==> src/rtl/sld_pkg.sv <==
`timescale 1ns/1ps
package sld_pkg;
  typedef logic [1:0] ctr_t;
  localparam ctr_t CTR_TOP = 2'd3;
  localparam ctr_t CTR_GO  = 2'd2;

  // a strictly precedes b when (b - a) mod 2^w is nonzero and in the lower half
  function automatic logic age_before(input logic [15:0] a, input logic [15:0] b,
                                      input int unsigned w);
    logic [15:0] m;
    logic [15:0] d;
    m = 16'((32'd1 << w) - 32'd1);
    d = (b - a) & m;
    return (d != 16'd0) && !d[w-1];
  endfunction
endpackage

==> src/rtl/sld_pred_tbl.sv <==
`timescale 1ns/1ps
module sld_pred_tbl
  import sld_pkg::*;
#(
  parameter int N    = 16,
  parameter int IW   = 4,
  parameter int INIT = 2
) (
  input  logic                clk,
  input  logic                rst_n,
  input  logic [IW-1:0]       rd_idx,
  output logic                rd_ok,
  input  logic                inc_en,
  input  logic [IW-1:0]       inc_idx,
  input  logic                clr_en,
  input  logic [IW-1:0]       clr_idx,
  output logic [N-1:0][1:0]   ctr_o
);
  localparam ctr_t INIT_V = ctr_t'(INIT);

  logic [N-1:0][1:0] ctr_q;
  logic [N-1:0][1:0] ctr_d;

  always_comb begin
    ctr_d = ctr_q;
    if (inc_en && (ctr_q[inc_idx] != CTR_TOP)) ctr_d[inc_idx] = ctr_q[inc_idx] + 2'd1;
    if (clr_en) ctr_d[clr_idx] = 2'd0;
  end

  always_ff @(posedge clk or negedge rst_n) begin
    if (!rst_n) ctr_q <= {N{INIT_V}};
    else if (inc_en || clr_en) ctr_q <= ctr_d;
  end

  assign rd_ok = (ctr_q[rd_idx] >= CTR_GO);
  assign ctr_o = ctr_q;
endmodule

==> src/rtl/sld_issue_gate.sv <==
`timescale 1ns/1ps
module sld_issue_gate
  import sld_pkg::*;
#(
  parameter int SQ_N = 8,
  parameter int AW   = 32,
  parameter int TW   = 4
) (
  input  logic [SQ_N-1:0]          st_v,
  input  logic [SQ_N-1:0]          st_k,
  input  logic [SQ_N-1:0][AW-1:0]  st_addr,
  input  logic [SQ_N-1:0][TW-1:0]  st_age,
  input  logic [TW-1:0]            ld_age,
  input  logic [AW-1:0]            ld_addr,
  input  logic                     pred_ok,
  output logic                     may_go,
  output logic                     passes_unknown
);
  logic [SQ_N-1:0] older;
  logic [SQ_N-1:0] clash;
  logic [SQ_N-1:0] unres;

  for (genvar i = 0; i < SQ_N; i++) begin : g_st
    assign older[i] = st_v[i] && age_before(16'(st_age[i]), 16'(ld_age), TW);
    assign clash[i] = older[i] && st_k[i] && (st_addr[i] == ld_addr);
    assign unres[i] = older[i] && !st_k[i];
  end

  assign passes_unknown = |unres;
  assign may_go         = !(|clash) && (!passes_unknown || pred_ok);
endmodule

==> src/rtl/sld_viol_scan.sv <==
`timescale 1ns/1ps
module sld_viol_scan
  import sld_pkg::*;
#(
  parameter int LQ_N = 8,
  parameter int AW   = 32,
  parameter int TW   = 4,
  localparam int LIW = $clog2(LQ_N)
) (
  input  logic                     res_vld,
  input  logic [TW-1:0]            res_age,
  input  logic [AW-1:0]            res_addr,
  input  logic [LQ_N-1:0]          ld_v,
  input  logic [LQ_N-1:0]          ld_x,
  input  logic [LQ_N-1:0][AW-1:0]  ld_addr,
  input  logic [LQ_N-1:0][TW-1:0]  ld_age,
  output logic                     hit,
  output logic [LIW-1:0]           hit_slot
);
  logic [LQ_N-1:0] cand;
  logic [LQ_N-1:0] beaten;
  logic [LQ_N-1:0] pick;

  for (genvar j = 0; j < LQ_N; j++) begin : g_ld
    assign cand[j] = res_vld && ld_v[j] && ld_x[j] && (ld_addr[j] == res_addr) &&
                     age_before(16'(res_age), 16'(ld_age[j]), TW);
  end

  always_comb begin
    beaten = '0;
    for (int j = 0; j < LQ_N; j++) begin
      for (int k = 0; k < LQ_N; k++) begin
        if (k != j && cand[k] && age_before(16'(ld_age[k]), 16'(ld_age[j]), TW))
          beaten[j] = 1'b1;
      end
    end
  end

  assign pick = cand & ~beaten;
  assign hit  = |cand;

  always_comb begin
    hit_slot = '0;
    for (int j = LQ_N - 1; j >= 0; j--) begin
      if (pick[j]) hit_slot = LIW'(j);
    end
  end
endmodule

==> src/rtl/spec_ld_order.sv <==
`timescale 1ns/1ps
module spec_ld_order
  import sld_pkg::*;
#(
  parameter int SQ_N      = 8,
  parameter int LQ_N      = 8,
  parameter int AW        = 32,
  parameter int TW        = 4,
  parameter int PCW       = 32,
  parameter int PRED_N    = 16,
  parameter int PC_LSB    = 2,
  parameter int PRED_INIT = 2,
  localparam int SIW = $clog2(SQ_N),
  localparam int LIW = $clog2(LQ_N),
  localparam int PIW = $clog2(PRED_N)
) (
  input  logic            clk,
  input  logic            rst_n,
  input  logic            st_alloc_vld,
  input  logic [SIW-1:0]  st_alloc_slot,
  input  logic [TW-1:0]   st_alloc_age,
  input  logic            st_res_vld,
  input  logic [SIW-1:0]  st_res_slot,
  input  logic [AW-1:0]   st_res_addr,
  input  logic            st_free_vld,
  input  logic [SIW-1:0]  st_free_slot,
  input  logic            ld_alloc_vld,
  input  logic [LIW-1:0]  ld_alloc_slot,
  input  logic [TW-1:0]   ld_alloc_age,
  input  logic [PCW-1:0]  ld_alloc_pc,
  input  logic            ld_req_vld,
  input  logic [LIW-1:0]  ld_req_slot,
  input  logic [AW-1:0]   ld_req_addr,
  output logic            ld_gnt,
  output logic            ld_gnt_spec,
  input  logic            ld_ret_vld,
  input  logic [LIW-1:0]  ld_ret_slot,
  output logic            rep_vld,
  output logic [LIW-1:0]  rep_slot,
  output logic [TW-1:0]   rep_age
);
  // reset synchronizer: assert asynchronously, release on the clock
  logic [1:0] rst_pipe;
  logic       rst_q;
  always_ff @(posedge clk or negedge rst_n) begin
    if (!rst_n) rst_pipe <= 2'b00;
    else        rst_pipe <= {rst_pipe[0], 1'b1};
  end
  assign rst_q = rst_pipe[1];

  logic unused_pc_bits;
  assign unused_pc_bits = ^{ld_alloc_pc[PCW-1:PC_LSB+PIW], ld_alloc_pc[PC_LSB-1:0]};

  // store queue state
  logic [SQ_N-1:0]         sq_v, sq_v_d, sq_k, sq_k_d;
  logic [SQ_N-1:0][AW-1:0] sq_addr;
  logic [SQ_N-1:0][TW-1:0] sq_age;
  // load queue state: live, executed, issued speculatively, hit a violation
  logic [LQ_N-1:0]         lq_v, lq_v_d, lq_x, lq_x_d, lq_s, lq_s_d, lq_f, lq_f_d;
  logic [LQ_N-1:0][AW-1:0] lq_addr;
  logic [LQ_N-1:0][TW-1:0] lq_age;
  logic [LQ_N-1:0][PIW-1:0] lq_pi;

  // store view seen by an issuing load: a resolve in this cycle counts as known
  logic [SQ_N-1:0]         sqe_k;
  logic [SQ_N-1:0][AW-1:0] sqe_addr;
  always_comb begin
    for (int i = 0; i < SQ_N; i++) begin
      if (st_res_vld && (st_res_slot == SIW'(i))) begin
        sqe_k[i]    = 1'b1;
        sqe_addr[i] = st_res_addr;
      end else begin
        sqe_k[i]    = sq_k[i];
        sqe_addr[i] = sq_addr[i];
      end
    end
  end

  logic                 pred_ok;
  logic                 gate_go, gate_unk;
  logic                 scan_hit;
  logic [LIW-1:0]       scan_slot;
  logic                 inc_en;
  logic [PRED_N-1:0][1:0] pred_ctr;

  sld_pred_tbl #(.N(PRED_N), .IW(PIW), .INIT(PRED_INIT)) u_pred (
    .clk     (clk),
    .rst_n   (rst_q),
    .rd_idx  (lq_pi[ld_req_slot]),
    .rd_ok   (pred_ok),
    .inc_en  (inc_en),
    .inc_idx (lq_pi[ld_ret_slot]),
    .clr_en  (scan_hit),
    .clr_idx (lq_pi[scan_slot]),
    .ctr_o   (pred_ctr)
  );

  sld_issue_gate #(.SQ_N(SQ_N), .AW(AW), .TW(TW)) u_gate (
    .st_v           (sq_v),
    .st_k           (sqe_k),
    .st_addr        (sqe_addr),
    .st_age         (sq_age),
    .ld_age         (lq_age[ld_req_slot]),
    .ld_addr        (ld_req_addr),
    .pred_ok        (pred_ok),
    .may_go         (gate_go),
    .passes_unknown (gate_unk)
  );

  sld_viol_scan #(.LQ_N(LQ_N), .AW(AW), .TW(TW)) u_scan (
    .res_vld  (st_res_vld),
    .res_age  (sq_age[st_res_slot]),
    .res_addr (st_res_addr),
    .ld_v     (lq_v),
    .ld_x     (lq_x),
    .ld_addr  (lq_addr),
    .ld_age   (lq_age),
    .hit      (scan_hit),
    .hit_slot (scan_slot)
  );

  assign ld_gnt      = ld_req_vld && gate_go;
  assign ld_gnt_spec = ld_gnt && gate_unk;
  assign inc_en      = ld_ret_vld && lq_s[ld_ret_slot] && !lq_f[ld_ret_slot];

  // next-state for control bits
  always_comb begin
    sq_v_d = sq_v;
    sq_k_d = sq_k;
    if (st_alloc_vld) begin
      sq_v_d[st_alloc_slot] = 1'b1;
      sq_k_d[st_alloc_slot] = 1'b0;
    end
    if (st_res_vld)  sq_k_d[st_res_slot]  = 1'b1;
    if (st_free_vld) sq_v_d[st_free_slot] = 1'b0;

    lq_v_d = lq_v;
    lq_x_d = lq_x;
    lq_s_d = lq_s;
    lq_f_d = lq_f;
    if (ld_alloc_vld) begin
      lq_v_d[ld_alloc_slot] = 1'b1;
      lq_x_d[ld_alloc_slot] = 1'b0;
      lq_s_d[ld_alloc_slot] = 1'b0;
      lq_f_d[ld_alloc_slot] = 1'b0;
    end
    if (ld_gnt) begin
      lq_x_d[ld_req_slot] = 1'b1;
      lq_s_d[ld_req_slot] = gate_unk;
    end
    if (scan_hit) begin
      lq_x_d[scan_slot] = 1'b0;
      lq_f_d[scan_slot] = 1'b1;
    end
    if (ld_ret_vld) lq_v_d[ld_ret_slot] = 1'b0;
  end

  // control registers
  always_ff @(posedge clk or negedge rst_q) begin
    if (!rst_q) begin
      sq_v    <= '0;
      sq_k    <= '0;
      lq_v    <= '0;
      lq_x    <= '0;
      lq_s    <= '0;
      lq_f    <= '0;
      rep_vld <= 1'b0;
    end else begin
      sq_v    <= sq_v_d;
      sq_k    <= sq_k_d;
      lq_v    <= lq_v_d;
      lq_x    <= lq_x_d;
      lq_s    <= lq_s_d;
      lq_f    <= lq_f_d;
      rep_vld <= scan_hit;
    end
  end

  // payload registers, written only under their enables
  always_ff @(posedge clk) begin
    if (st_alloc_vld) sq_age[st_alloc_slot] <= st_alloc_age;
    if (st_res_vld)   sq_addr[st_res_slot]  <= st_res_addr;
    if (ld_alloc_vld) begin
      lq_age[ld_alloc_slot] <= ld_alloc_age;
      lq_pi[ld_alloc_slot]  <= ld_alloc_pc[PC_LSB +: PIW];
    end
    if (ld_gnt) lq_addr[ld_req_slot] <= ld_req_addr;
    if (scan_hit) begin
      rep_slot <= scan_slot;
      rep_age  <= lq_age[scan_slot];
    end
  end
endmodule

==> config.mk <==
export PLATFORM = sky130hd
export DESIGN_NAME = spec_ld_order
export DESIGN_NICKNAME = d
export VERILOG_FILES = /design/src/rtl/sld_pkg.sv /design/src/rtl/sld_pred_tbl.sv /design/src/rtl/sld_issue_gate.sv /design/src/rtl/sld_viol_scan.sv /design/src/rtl/spec_ld_order.sv
export SDC_FILE = /design/constraint.sdc
export NUM_CORES = 2
export LEC_CHECK = 0
export ABC_AREA = 1
export BUFFER_PORTS_ARGS = -buffer_cell sky130_fd_sc_hd__buf_4
export CORE_MARGIN = 1.5
export CORE_UTILIZATION = 29
export DETAILED_ROUTE_END_ITERATION = 7
export HOLD_SLACK_MARGIN = 0.1
export SLEW_MARGIN = 40
export SYNTH_ARGS = -nofsm -noshare
export SYNTH_HDL_FRONTEND = slang
export SYNTH_SLANG_ARGS = --single-unit
==> constraint.sdc <==
create_clock -name clk -period 13.4 [get_ports clk]
set_input_delay 0.67 -clock clk [delete_from_list [all_inputs] [get_ports clk]]
set_output_delay 0.67 -clock clk [all_outputs]
set_load 0.01 [all_outputs]
After elaboration in Yosys (flattened, before gate mapping)
Index checks and enable logic that the tools add are counted.
Cells by class
  add/sub/neg operators: 73
  equality and inequality tests: 24
  magnitude comparators: 20
  muxes and demuxes: 148
  bitwise gates (word level): 21
  reduce and logical (&&, ||, !) cells: 376
Operator list (number)
  16-bit nonzero test: 72
  256-bit bitwise mux: 2
  32-bit equality test: 16
  32-bit two-way mux: 12
  4-bit subtractor: 72
  1-bit logical AND: 215
  32-bit demux with 3-bit select: 2
  32-bit bitwise mux: 4
  8-bit two-way mux: 13
  1-bit zero test: 83
  1-bit two-way mux: 73
  4-bit binary-select mux with 3-bit select: 6
  8-bit bitwise AND: 8
  8-bit NOT: 6
  8-bit bitwise OR: 5
  32-bit bitwise AND: 1
  4-bit two-way mux: 8
  32-bit NOT: 1
  3-bit by 4-bit < comparator with 1-bit output, second input constant: 7
  4-bit demux with 3-bit select: 2
  3-bit two-way mux: 8
  8-bit OR reduction: 3
  1-bit demux with 3-bit select: 7
  3-bit by 1-bit >= comparator with 1-bit output, second input constant: 7
  other kinds (15): 29
Word-level totals
  register bits after elaboration: 698

Logic depth before layout (Yosys ltp)
  depth in word-level cells: 33
  gate-level depth with buffers: 36
  gate-level depth less buffers: 34

Hierarchy
A second synthesis with hierarchy kept.
Unflattened totals
  cell total of the unflattened synthesis: 5228
  area total of the unflattened synthesis: 44452.6 um^2
By module, submodules not included
  spec_ld_order: cells each 1849, seq. area each 19743.9 um^2, area each 25597.0 um^2, times used 1
  sld_viol_scan: cells each 1972, seq. area each 0.0 um^2, area each 11424.7 um^2, times used 1
  sld_issue_gate: cells each 1101, seq. area each 0.0 um^2, area each 5353.9 um^2, times used 1
  sld_pred_tbl: cells each 306, seq. area each 820.8 um^2, area each 2077.0 um^2, times used 1

Worst setup path after synthesis
No wires, ideal clock.
  path kind: input to register
  start point: input port ld_req_slot[1]
  end point: register lq_addr[32] (netlist bit), enable pin
  stages: 19
  data arrival time: 5.511 ns
  slack: 7.464 ns
  required time: 12.975 ns
  cell sequence: buf_2 -> nor3_1 -> inv_1 -> o2111ai_1 -> ha_1 -> a21oi_1 -> nor2_1 -> nor2_1 -> xor2_1 -> xor2_1 -> inv_1 -> nor2_1 -> nand3_1 -> o21ai_0 -> nor2_1 -> nand4_2 -> nand2_1 -> nand4_2 -> nor2_1
Between the ends
  word-level cells in the longest chain between the ends: 12
  elaborated cells between the ends (all ways): 78
  classes of those cells: add/sub: 8; order compare: 1; mux: 6; reduce/logical: 63
RTL lines
  from (decl): RTL line spec_ld_order.sv:32  | input logic [LIW-1:0] ld_req_slot,
  4-bit binary-select mux with 3-bit select: RTL line spec_ld_order.sv:103  | .ld_age (lq_age[ld_req_slot]),
  4-bit two-way mux (not written as such): RTL line spec_ld_order.sv:103
  4-bit subtractor: RTL line sld_pkg.sv:13  | d = (b - a) & m;
  16-bit nonzero test / 1-bit zero test (equally long branches): RTL line sld_pkg.sv:14  | return (d != 16'd0) && !d[w-1];
  1-bit logical AND: RTL line sld_pkg.sv:14
  1-bit logical AND: RTL line sld_issue_gate.sv:24  | assign older[i] = st_v[i] && age_before(16'(st_age[i]), 16'(ld_age), TW);
  1-bit logical AND (on tied branches): RTL line sld_issue_gate.sv:25, sld_issue_gate.sv:26
  1-bit logical AND / 8-bit OR reduction (equally long branches): RTL line sld_issue_gate.sv:25, sld_issue_gate.sv:29
  8-bit OR reduction / 1-bit zero test (equally long branches): RTL line sld_issue_gate.sv:30  | assign may_go = !(|clash) && (!passes_unknown || pred_ok);
  1-bit zero test / 1-bit logical OR (equally long branches): RTL line sld_issue_gate.sv:30
  1-bit logical AND *: RTL line sld_issue_gate.sv:30
  1-bit logical AND *: RTL line spec_ld_order.sv:122  | assign ld_gnt = ld_req_vld && gate_go;
  to (signal, indexed assignment): RTL line spec_ld_order.sv:187  | if (ld_gnt) lq_addr[ld_req_slot] <= ld_req_addr;
  to (decl): RTL line spec_ld_order.sv:60  | logic [LQ_N-1:0][AW-1:0] lq_addr;
Every way passes the cells marked *; elsewhere a longest branch is shown, timed or not. The select of a mux whose other input is x is not followed.
A chain may end at the register's enable or synchronous reset.

Worst setup path in the final report
  start point: register lq_age[20] (netlist bit)
  end point: output port ld_gnt_spec
Between the ends
  word-level cells in the longest chain between the ends: 13
  elaborated cells between the ends (all ways): 74
  classes of those cells: add/sub: 8; mux: 2; reduce/logical: 64
RTL lines
  from (decl): RTL line spec_ld_order.sv:61  | logic [LQ_N-1:0][TW-1:0] lq_age;
  from (signal, indexed assignment): RTL line spec_ld_order.sv:184  | lq_age[ld_alloc_slot] <= ld_alloc_age;
  4-bit binary-select mux with 3-bit select *: RTL line spec_ld_order.sv:103
  4-bit two-way mux (not written as such) *: RTL line spec_ld_order.sv:103
  4-bit subtractor: RTL line sld_pkg.sv:13
  16-bit nonzero test / 1-bit zero test (equally long branches): RTL line sld_pkg.sv:14
  1-bit logical AND: RTL line sld_pkg.sv:14
  1-bit logical AND: RTL line sld_issue_gate.sv:24
  1-bit logical AND (on tied branches): RTL line sld_issue_gate.sv:25, sld_issue_gate.sv:26
  1-bit logical AND / 8-bit OR reduction (equally long branches): RTL line sld_issue_gate.sv:25, sld_issue_gate.sv:29
  8-bit OR reduction / 1-bit zero test (equally long branches): RTL line sld_issue_gate.sv:30
  1-bit zero test / 1-bit logical OR (equally long branches): RTL line sld_issue_gate.sv:30
  1-bit logical AND: RTL line sld_issue_gate.sv:30
  1-bit logical AND: RTL line spec_ld_order.sv:122
  1-bit logical AND *: RTL line spec_ld_order.sv:123  | assign ld_gnt_spec = ld_gnt && gate_unk;
  to (decl): RTL line spec_ld_order.sv:35  | output logic ld_gnt_spec,
Marks and branches as above.

==> summary by stage <==
Clock network
The H-tree was split into 3 levels. The total clock buffers created by CTS is 80. Clock-pin slew was measured on the worst setup and hold paths at 0.06 ns. The clock drives 698 sinks. The number of setup buffers added after CTS is 0. The clock reaches the later pin of the worst-skew pair after 0.72 ns.

TritonCTS built the clock tree. The tree is rooted in a sky130_fd_sc_hd__clkbuf_16. The maximum buffer depth of the clock tree is 3.

Floorplanning
The number of rows created at floorplan is 141. The die height is 390 um. 140 I/O pins were placed. For this configuration, the core starts out at a cell density of 29.3%. The total die area is 0.152 sq mm. The area of the core is 0.148 sq mm. The die boundary width is 390 um.

Worst setup path
Measured in cells, the most critical reg-to-reg path has a length of 19. The worst setup path is captured at a primary output. The data arrival at the endpoint of the critical path is 6.88 ns. Setup slack on the worst reg-to-reg path comes out at 6.57 ns. The worst setup path is launched from a register. The data required time of the critical path is 12.73 ns. The startpoint of the worst-slack reg-to-reg timing path is lq_age[20]. Along the worst path, the maximum fanout reaches 10.

The critical setup path kind is register to primary output. The reg-to-reg critical path endpoint is lq_addr[250].

Route
The detail-routed via count per cell is 5.30. In the final routed layout, each cell accounts on average for 24.2 um. The iteration count of the initial detailed-routing pass is 6. The count of nets left with antenna violations once routing finished came out at 0. The total wire length is 167000 um. The via total after detailed routing is 36700. The post-route DRC violation count is 0. The initial detailed-routing violation count is 4697.

STA
The final setup violation count is 0. The total count of max-transition violations in the final report is 0. At the pin with the least slew margin, the transition time is 0.876 ns. On the final layout, the worst clock skew is 0.0648 ns. The tightest slew margin relative to the limit is 41.5%.

For the final routed database, the setup TNS stands at 0 ns. The post-route clock period utilization is 56.4%. For this run, the top clock speed supported by timing is 132 MHz.

The number of failing hold endpoints at the final stage was 0. Setup repair after global routing left no endpoint under its margin. The shortest period the worst path allows is 7.55 ns.

Global route
The number of antenna violations at the first check in global routing was 8. The total routing usage reported by global routing is 21.4%. The overall overflow remaining after global route is 0. The via count of the first global-routing pass is 33800. Entering global routing, the biggest net connects 88 pins.

The first global-routing pass estimated 236000 um of wire.

Yosys
Among all flip-flop cells after synthesis, the most frequent one is sky130_fd_sc_hd__edfxtp_1. The unique cell type count in the Yosys netlist is 64. Counting flops with an async set or reset pin after synthesis yields a share of 11.9%. The number of enable flip-flop cells after synthesis is 615.

The post-synthesis instance total is 4829. The warning count from the yosys run is 0. Counting flops and latches in the post-synthesis netlist gives 698.

The sequential-to-total area share from yosys stat is 47.3%. Averaged over all synthesized cells, the footprint is 9.00 sq um. The summed instance area of the synthesized netlist is 0.0435 sq mm. The number of nets produced by synthesis is 5210.

Placement
The post-detailed-placement cell area is 0.0464 sq mm. Port buffering added 111 buffers. The congestion estimate from routability-driven global placement came to 0.951.

After detailed placement, the design holds a cell count of 6763. Summed over all nets, the half-perimeter wirelength after detailed placement is 110000 um.

Run status
The run finished with clean final reports.

Worst hold path
Along the worst hold path, the cell count comes to 2. The worst hold path terminates at sq_v[3]. In this run the most critical hold path is launched from st_free_slot[0]. The min-delay analysis places its worst path in the category primary input to register.

Finish
Cells with a size suffix above 1 make up 9.05% of the layout. For this run, the post-layout net count is 5297. The combined area of the multi-input logic cells is 0.0202 sq mm. The final instance count without filler cells is 6916. The storage element area is 0.0206 sq mm. The finished layout cell area is 0.0493 sq mm. The number of fill cells in the layout is 15200. The growth of design area from synthesis to finish is 13.3%.

Power and ir drop
The static leakage is 19.8 nW. The peak ir drop on the vdd network is 107 uV. Power spread over the standard cell area amounts to 120 mW/mm^2.

The overall power is 0.00592 W.

Job
Across the run, the number of max-cap violations was 0.
-- layout make-up --
cell class	instances	area share, %
repair buffers	162	2.68
multi-input cells	3465	41.0
clock buffers	99	4.50
clock inverters	49	1.25
inverters	509	3.88
diodes	4	0.0203
well taps	1930	4.90
flip-flops and latches	698	41.8
-- cell usage after synthesis, types with 20 or more instances --
cell | instances | share of area, %
sky130_fd_sc_hd__ha_1 | 217 | 6.2
sky130_fd_sc_hd__o211ai_1 | 26 | 0.45
sky130_fd_sc_hd__nand2_2 | 20 | 0.29
sky130_fd_sc_hd__a21oi_1 | 152 | 1.8
sky130_fd_sc_hd__xor2_1 | 205 | 4.1
sky130_fd_sc_hd__inv_2 | 43 | 0.37
sky130_fd_sc_hd__nand4_1 | 71 | 1.0
sky130_fd_sc_hd__o21ai_0 | 403 | 4.6
sky130_fd_sc_hd__a221oi_1 | 24 | 0.48
sky130_fd_sc_hd__clkbuf_1 | 60 | 0.52
sky130_fd_sc_hd__o22ai_1 | 85 | 1.2
sky130_fd_sc_hd__buf_2 | 39 | 0.45
sky130_fd_sc_hd__nor4_1 | 54 | 0.78
sky130_fd_sc_hd__nor3_1 | 32 | 0.37
sky130_fd_sc_hd__nand3_1 | 174 | 2.0
sky130_fd_sc_hd__xnor2_1 | 179 | 3.6
sky130_fd_sc_hd__o21bai_1 | 42 | 0.73
sky130_fd_sc_hd__inv_1 | 451 | 3.9
sky130_fd_sc_hd__nand2_1 | 1154 | 10
sky130_fd_sc_hd__dfrtp_1 | 67 | 3.9
sky130_fd_sc_hd__buf_4 | 28 | 0.48
sky130_fd_sc_hd__nor2_1 | 395 | 3.4
sky130_fd_sc_hd__fa_1 | 34 | 1.6
sky130_fd_sc_hd__nor2_2 | 23 | 0.33
sky130_fd_sc_hd__edfxtp_1 | 615 | 42
-- critical path: stages, from the launching register on --
cell,delay (ns)
sky130_fd_sc_hd__edfxtp_1,0.63
sky130_fd_sc_hd__inv_1,0.54
sky130_fd_sc_hd__o22ai_1,0.17
sky130_fd_sc_hd__a21oi_1,0.15
sky130_fd_sc_hd__o2111ai_1,0.34
sky130_fd_sc_hd__inv_1,0.42
sky130_fd_sc_hd__ha_1,0.21
sky130_fd_sc_hd__inv_1,0.06
sky130_fd_sc_hd__fa_1,0.45
sky130_fd_sc_hd__a211o_1,0.32
sky130_fd_sc_hd__nand3_1,0.31
sky130_fd_sc_hd__o21ai_0,0.18
sky130_fd_sc_hd__nor2_1,0.16
sky130_fd_sc_hd__nand4_2,0.46
sky130_fd_sc_hd__nand2_1,0.35
sky130_fd_sc_hd__nand4_2,0.51
sky130_fd_sc_hd__inv_2,0.43
sky130_fd_sc_hd__and2_1,0.28
sky130_fd_sc_hd__buf_4,0.16
-- timing repair --
action | in CTS | in global routing
resized for setup | 0 | 0
hold buffers | 1 | 0
hold endpoints to repair | 2 | 0
-- sequential cells by signal, summed over array words and instances, names as in the netlist, 32 cells and up --
name	cells
lq_age	32
u_pred.ctr_o	32
sq_age	32
lq_addr	256
lq_pi	32
sq_addr	256
-- report_power, final --
part           switching, W  internal, W
logic              0.000690     0.000291
clock network      0.000985      0.00137
registers         0.0000765      0.00251
-- how the worst max path moves through the flow --
stage	from	end	slack, ns
final	lq_age[20]	ld_gnt_spec	5.85
after global routing	lq_age[20]	ld_gnt_spec	5.70
after CTS	lq_age[24]	ld_gnt_spec	5.87
after detailed placement	ld_req_slot[2]	ld_gnt_spec	6.08
after global placement	ld_req_slot[0]	ld_gnt_spec	6.13
after floorplan	ld_req_slot[1]	lq_addr[32]	7.46
-- cells by family (layout without fill, tap and decap cells) --
group	Yosys count	in the layout	share of synthesized area, %
AO/OA/AOI/OAI	836	836	11.2
XOR/XNOR	384	384	7.74
adder cells (fa/ha/maj)	251	251	7.81
buffers and inverters	666	819	6.42
flip-flops	698	698	47.3
multiplexers	4	4	0.0921
other	1	5	0.00863
AND/OR/NAND/NOR	1989	1989	19.4
-- per-layer routing --
layer | global-route usage [%] | part of all wire [%] | vias to the layer above
li1 | - | - | 16500
met1 | 28.4 | 40 | 17600
met2 | 33.8 | 45 | 2101
met3 | 3.85 | 11 | 430
met4 | 9.61 | 4.8 | 6
met5 | 0 | 0.020 | -
-- stage by stage --
step,hold slack (ns),worst slack [ns],utilization [%]
after CTS,0.159,5.87,33.2
final,0.191,5.85,33.2
after floorplan,0.331,7.46,-
after global placement,0.257,6.13,31.2
after global routing,0.184,5.70,33.2
after detailed placement,0.263,6.08,31.3
-- placed cells by master (no fill, tap or decap), types with 83 or more instances in the layout --
cell	Yosys	final
sky130_fd_sc_hd__xnor2_1	179	179
sky130_fd_sc_hd__nor2_1	395	388
sky130_fd_sc_hd__buf_4	28	151
sky130_fd_sc_hd__nand3_1	174	174
sky130_fd_sc_hd__edfxtp_1	615	615
sky130_fd_sc_hd__a21oi_1	152	152
sky130_fd_sc_hd__o22ai_1	85	85
sky130_fd_sc_hd__inv_1	451	446
sky130_fd_sc_hd__xor2_1	205	205
sky130_fd_sc_hd__o21ai_0	403	403
sky130_fd_sc_hd__ha_1	217	217
sky130_fd_sc_hd__nand2_1	1154	1154
sky130_fd_sc_hd__clkbuf_16	0	83
No activity file was read; power rests on OpenSTA's default activity.
